## config.mk

```make
export PLATFORM = sky130hd
export DESIGN_NAME = wdk_kick_timer
export DESIGN_NICKNAME = d
export VERILOG_FILES = /design/src/rtl/wdk_pkg.sv /design/src/rtl/wdk_sync.sv /design/src/rtl/wdk_edge.sv /design/src/rtl/wdk_count.sv /design/src/rtl/wdk_kick_timer.sv
export SDC_FILE = /design/constraint.sdc
export NUM_CORES = 1
export LEC_CHECK = 0
export ABC_AREA = 1
export BUFFER_PORTS_ARGS = -buffer_cell sky130_fd_sc_hd__buf_4
export CORE_ASPECT_RATIO = 0.7
export CORE_MARGIN = 1.5
export CORE_UTILIZATION = 44
export DETAILED_ROUTE_END_ITERATION = 7
export PLACE_DENSITY = 0.67
export SYNTH_ARGS = -nofsm -noshare
export SYNTH_HDL_FRONTEND = slang
export SYNTH_SLANG_ARGS = --single-unit
```

## constraint.sdc

```tcl
create_clock -name clk -period 3.78 [get_ports clk]
set_input_delay 0 -clock clk [delete_from_list [all_inputs] [get_ports clk]]
set_output_delay 0 -clock clk [all_outputs]
set_load 0.05 [all_outputs]
```

## src/rtl/wdk_pkg.sv

```systemverilog
package wdk_pkg;

  typedef enum logic {
    WDK_ARMED = 1'b0,
    WDK_SPENT = 1'b1
  } wdk_state_e;

  function automatic int wdk_cnt_width(input int unsigned limit);
    int w;
    w = 1;
    while ((64'd1 << w) < 64'(limit)) w++;
    return w;
  endfunction

endpackage

```

## src/rtl/wdk_sync.sv

```systemverilog
module wdk_sync #(
  parameter int STAGES = 2
) (
  input  logic clk,
  input  logic clr_i,
  input  logic d_i,
  output logic q_o
);
  logic [STAGES-1:0] chain;

  for (genvar g = 0; g < STAGES; g++) begin : g_stage
    if (g == 0) begin : g_first
      always_ff @(posedge clk) begin
        if (clr_i) chain[0] <= 1'b0;
        else       chain[0] <= d_i;
      end
    end else begin : g_next
      always_ff @(posedge clk) begin
        if (clr_i) chain[g] <= 1'b0;
        else       chain[g] <= chain[g-1];
      end
    end
  end

  assign q_o = chain[STAGES-1];
endmodule

```

## src/rtl/wdk_edge.sv

```systemverilog
module wdk_edge (
  input  logic clk,
  input  logic clr_i,
  input  logic lvl_i,
  output logic kick_o
);
  logic lvl_q;

  always_ff @(posedge clk) begin
    if (clr_i) lvl_q <= 1'b0;
    else       lvl_q <= lvl_i;
  end

  assign kick_o = lvl_i ^ lvl_q;
endmodule

```

## src/rtl/wdk_count.sv

```systemverilog
module wdk_count
  import wdk_pkg::*;
#(
  parameter int unsigned TIMEOUT_CYC = 80_000_000
) (
  input  logic clk,
  input  logic clr_i,
  input  logic kick_i,
  output logic expire_o
);
  localparam int CW = wdk_cnt_width(TIMEOUT_CYC);
  localparam logic [CW-1:0] LAST = CW'(TIMEOUT_CYC - 1);

  wdk_state_e      state;
  logic [CW-1:0]   idle_cnt;
  logic            at_last;

  assign at_last = (idle_cnt == LAST);

  always_ff @(posedge clk) begin
    if (clr_i) begin
      state    <= WDK_ARMED;
      idle_cnt <= '0;
      expire_o <= 1'b0;
    end else begin
      expire_o <= 1'b0;
      case (state)
        WDK_ARMED: begin
          if (kick_i) begin
            idle_cnt <= '0;
          end else if (at_last) begin
            idle_cnt <= '0;
            expire_o <= 1'b1;
            state    <= WDK_SPENT;
          end else begin
            idle_cnt <= idle_cnt + CW'(1);
          end
        end
        default: begin
          idle_cnt <= '0;
        end
      endcase
    end
  end
endmodule

```

## src/rtl/wdk_kick_timer.sv

```systemverilog
module wdk_kick_timer #(
  parameter int unsigned TIMEOUT_CYC = 80_000_000,
  parameter int          SYNC_STAGES = 2
) (
  input  logic clk,
  input  logic sys_rst_i,
  input  logic wd_line_i,
  output logic expire_o
);
  logic line_sync;
  logic line_kick;

  wdk_sync #(.STAGES(SYNC_STAGES)) u_sync (
    .clk   (clk),
    .clr_i (sys_rst_i),
    .d_i   (wd_line_i),
    .q_o   (line_sync)
  );

  wdk_edge u_edge (
    .clk    (clk),
    .clr_i  (sys_rst_i),
    .lvl_i  (line_sync),
    .kick_o (line_kick)
  );

  wdk_count #(.TIMEOUT_CYC(TIMEOUT_CYC)) u_count (
    .clk      (clk),
    .clr_i    (sys_rst_i),
    .kick_i   (line_kick),
    .expire_o (expire_o)
  );
endmodule

```

## Yosys cells after proc, flatten, opt, wreduce, memory -nomap -nowiden

Cells that the tools add are included.
W data, S select, Z words.

- Logic and storage cells: 14
- Output and inout bits: 1
- Input port bits: 3
- Register bits: 32

- Equal/unequal tests: 1
- Mux-type cells: 3
- Add/sub/neg operators: 1
- Reduce and logical (&&, ||, !) cells: 2
- Bitwise logic cells: 1

Operators with widths:

| operator | number |
|---|---|
| $add A27 B1 Y27 const B | 1 |
| $eq A27 B27 Y1 const B | 1 |
| $reduce_or A4 Y1 | 1 |
| $mux W1 | 3 |
| $reduce_or A2 Y1 | 1 |
| $xor A1 B1 Y1 | 1 |

## Depth between registers and ports, before layout

- Depth after elaboration: 4
- Mapped depth: 9
- Mapped depth without buffers: 9

## By module

A second synthesis with hierarchy kept.

- Cell total of the unflattened synthesis: 281
- Area, all modules: 1,729.2 sq um

By module, submodules not included:

| module | area each (sq um) | instances | seq. area each (sq um) | cells an instance |
|---|---|---|---|---|
| wdk_count | 1,631.6 | 1 | 580.6 | 268 |
| wdk_sync | 55.1 | 1 | 40.0 | 6 |
| wdk_edge | 42.5 | 1 | 20.0 | 7 |

## Least setup slack after synthesis

OpenSTA, ideal clock, no wires.

- Path kind: flip-flop to flip-flop
- Start point: register u_count.idle_cnt[0]
- End point: register u_count.idle_cnt[9]
- Stages on the path, launching flop included: 10
- Required time: 3,665 ps
- Clock period less this slack: 1,397 ps
- Library setup time: 115 ps
- Data arrival time: 1,282 ps
- Path slack: 2,383 ps
- Path buffers: 1
- Cell sequence: dfxtp_1 -> ha_1 -> nand2_1 -> nor2_2 -> nand2_2 -> nor2_2 -> nand2_2 -> nand2_4 -> buf_6 -> nor2_1

- Cells in the longest elaborated chain, start to end: 2
- Elaborated cells between the ends (all ways): 3
- Classes of those cells: 1 x add/sub; 1 x eq/ne; 1 x reduce/logical

Ends and longest elaborated chain:

| what | line | source |
|---|---|---|
| start, declared | wdk_count.sv:15 | `logic [CW-1:0] idle_cnt;` |
| start signal, assigned | wdk_count.sv:36 | `idle_cnt <= idle_cnt + CW'(1);` |
| parallel branches: the longest is 2 deep, another holds $add A27 B1 Y27 | n/a |  |

Several ways; the timed one is not identified.
A chain may end at the register's enable or synchronous reset.

## Final worst setup path

- Start point: register u_count.idle_cnt[0]
- End point: register u_count.idle_cnt[13]

The elaborated chain is that of the path after synthesis.

==> reports/results.ini <==
[clocking]
clock_sinks = 32
clk_path_buf_depth = 2
cts_max_level = 2
cts_buffers = 5
cts_root_buf = clkbuf_8
cts_setup_buffers = 0
cts_tree = done
cts_hold_buf = 2
clkSlewWorstSetupHoldPaths_ps = 70
cts-resized-gates = 0
clk_latency_ps = 280

[setup_path]
crit_path_top_delay_cell = dfxtp_1
critPathArrivalTime_ps = 1780
crit_type = reg2reg
startpoint_type = flop
cp_max_fo = 27
slowest_delay_ps = 360
end_kind = flop
cp.depth = 8
path_delay_family = simple AND/OR/NAND/NOR gates
worst-path-buf-inv = 0
worst_r2r_path_depth = 8
cp.required_ps = 3940
crit_chain = ha_1, nand2_1, nor2_2, nand2_2, nor2_2, nand2_2, nand2_4, nor2_1

[timing]
worstMarginPinSlew_ps = 333
max_slew_margin_pct = 77.7
finalWorstSetupSlack_ps = 2160
setup_violations = 0
max_freq_mhz = 617
report.final.slew_viol_count = 0
setup-tns-final_ps = 0
rsz0062_at_grt = false
clock-skew-final_ps = 8.55
hold_viol = 0
post-route-period-util_pct = 42.8
period_minus_slack_ps = 1620

[layout]
syn_to_final_growth_pct = 10.4
drive_gt1_share_pct = 6.50
register_area_sq_um = 641
multi_input_area_sq_um = 863
final_cell_mix = nand2_1, nor2_1, inv_1
diodes = 0
nNetsFinal = 280
final_common_cell = nand2_1
fill_cells = 370

[detailed_routing]
wirelength_mm = 3.40
drt_iter0_drc = 118
wl_per_cell_um = 10.4
postRouteAntennaNets = 0
viasPerCell = 4.65
drc_errors = 0
vias = 1519
dr.pass1.iters = 4

[synth]
synth_warnings = 0
synth_cells = 266
ys_types = 19
synthSimpleGateAreaFrac_pct = 41.8
synth_xor_area_share_pct = 4.73
netlist_area_sq_um = 1670
synth_mux_area_share_pct = 0
ys_seq_area_share_pct = 38.5
synth_fa_ha_area_share_pct = 0.751
syn_nets = 270
synth_top_family_by_area = simple AND/OR/NAND/NOR gates
synth-seq-cells = 32
postSynthAreaPerCell_sq_um = 6.26
synth_compound_area_share_pct = 4.51

[global_route]
grt_usage_pct = 18.5
antenna_found_initial = 0
grt_pass1_vias = 1275
grt_max_degree = 28
overflow = 0
grt_pass1_wl_mm = 5.81
use_met2_pct = 26.3
use_met1_pct = 26.3
met3_usage_pct = 5.50
grt_most_used_layer = met2

[min_path]
holdPathStages = 2
min_path_type = reg2reg

[placed_design]
routabilityCongestion = 0.850
place_hpwl_mm = 2.60
portBuffers = 3
preCtsSetupSlack_ps = 2150

[floorplanning]
std_cell_rows = 18
die_h_um = 54.5
io_pins = 4
start_util_pct = 46.5
die-area_sq_um = 4170
die_w_um = 76.5
core_area_sq_um = 3580

[pwr]
vdd_drop_max_mv = 0.236
leakagePower_nw = 0.649
power.density_nw_per_um2 = 346

[job]
maxCapViolCount = 0

[status]
status = finished clean

final timing paths:
kind                             startpoint  slack (ps)                         endpoint
max          u_count.idle_cnt[0]$_SDFF_PP0_        2160  u_count.idle_cnt[13]$_SDFF_PP0_
min              u_sync.chain[0]$_SDFF_PP0_         440            u_sync.q_o$_SDFF_PP0_
max reg2reg  u_count.idle_cnt[0]$_SDFF_PP0_        2160  u_count.idle_cnt[13]$_SDFF_PP0_
min reg2reg      u_sync.chain[0]$_SDFF_PP0_         440            u_sync.q_o$_SDFF_PP0_
worst reg2reg max path: cells and delay by family, from the launching register on:
kind / cells / cell delay, ps
adders and majority gates: 1 / 200
DFF: 1 / 360
and+or+nand+nor: 7 / 930
per-layer routing:
| metal | routed length, um | vias to the layer above |
|---|---|---|
| li1 | - | 824 |
| met1 | 1930 | 656 |
| met2 | 1260 | 35 |
| met3 | 178 | 4 |
| met4 | 31 | 0 |
| met5 | 0 | - |
Yosys cell counts:
cell type	instances	area, sq um
nor2_2	4	25.0
buf_6	2	22.5
nand2_4	1	11.3
and2_1	1	6.26
nor2_1	61	229
xor2_1	5	43.8
dfxtp_1	32	641
inv_1	37	139
xnor2_1	4	35.0
nand3_1	16	80.1
o21ai_0	4	20.0
nand2_2	2	12.5
nand4_1	1	6.26
and3_1	1	6.26
nand2_1	80	300
a21oi_1	11	55.1
nor3b_1	1	7.51
or2_2	2	12.5
ha_1	1	12.5
state kept, by name (all words and copies together) (netlist names):
register          cells
u_count.state         1
u_sync.q_o            1
u_sync.chain          1
u_count.expire_o      1
u_edge.lvl_q          1
u_count.idle_cnt     27
through the flow:
step / power, mW / hold WS (ps) / utilization (%) / cell area, sq um / cells
2_1_floorplan: 0.367 / 69.1 / - / 1670 / 266
4_1_cts: 0.640 / 422 / 51.3 / 1840 / 327
6_report: 0.636 / 437 / 51.3 / 1840 / 327
3_3_place_gp: 0.370 / 200 / 48.3 / 1730 / 317
5_1_grt: 0.655 / 462 / 51.3 / 1840 / 327
3_5_place_dp: 0.370 / 198 / 48.3 / 1730 / 317
layout make-up:
cell class	count	area share [%]
Multi-Input combinational cell	195	47.0
Sequential cell	32	34.9
Inverter	37	7.56
Clock buffer	8	4.90
Tap cell	50	3.40
Timing Repair Buffer	5	2.31
cell families (layout without fill, tap and decap cells):
group,after synthesis,after routing
buf+inv,39,50
fa+ha+maj,1,1
simple gates,170,170
xor+xnor,9,9
flops,32,32
compound gates,15,15
report_power, final:
group | switching [mW] | leakage [nW] | internal (mW)
Clock | 0.125 | 0.0455 | 0.148
Combinational | 0.0121 | 0.345 | 0.00757
Sequential | 0.00256 | 0.259 | 0.341
Power figures use the tool's default switching activity.
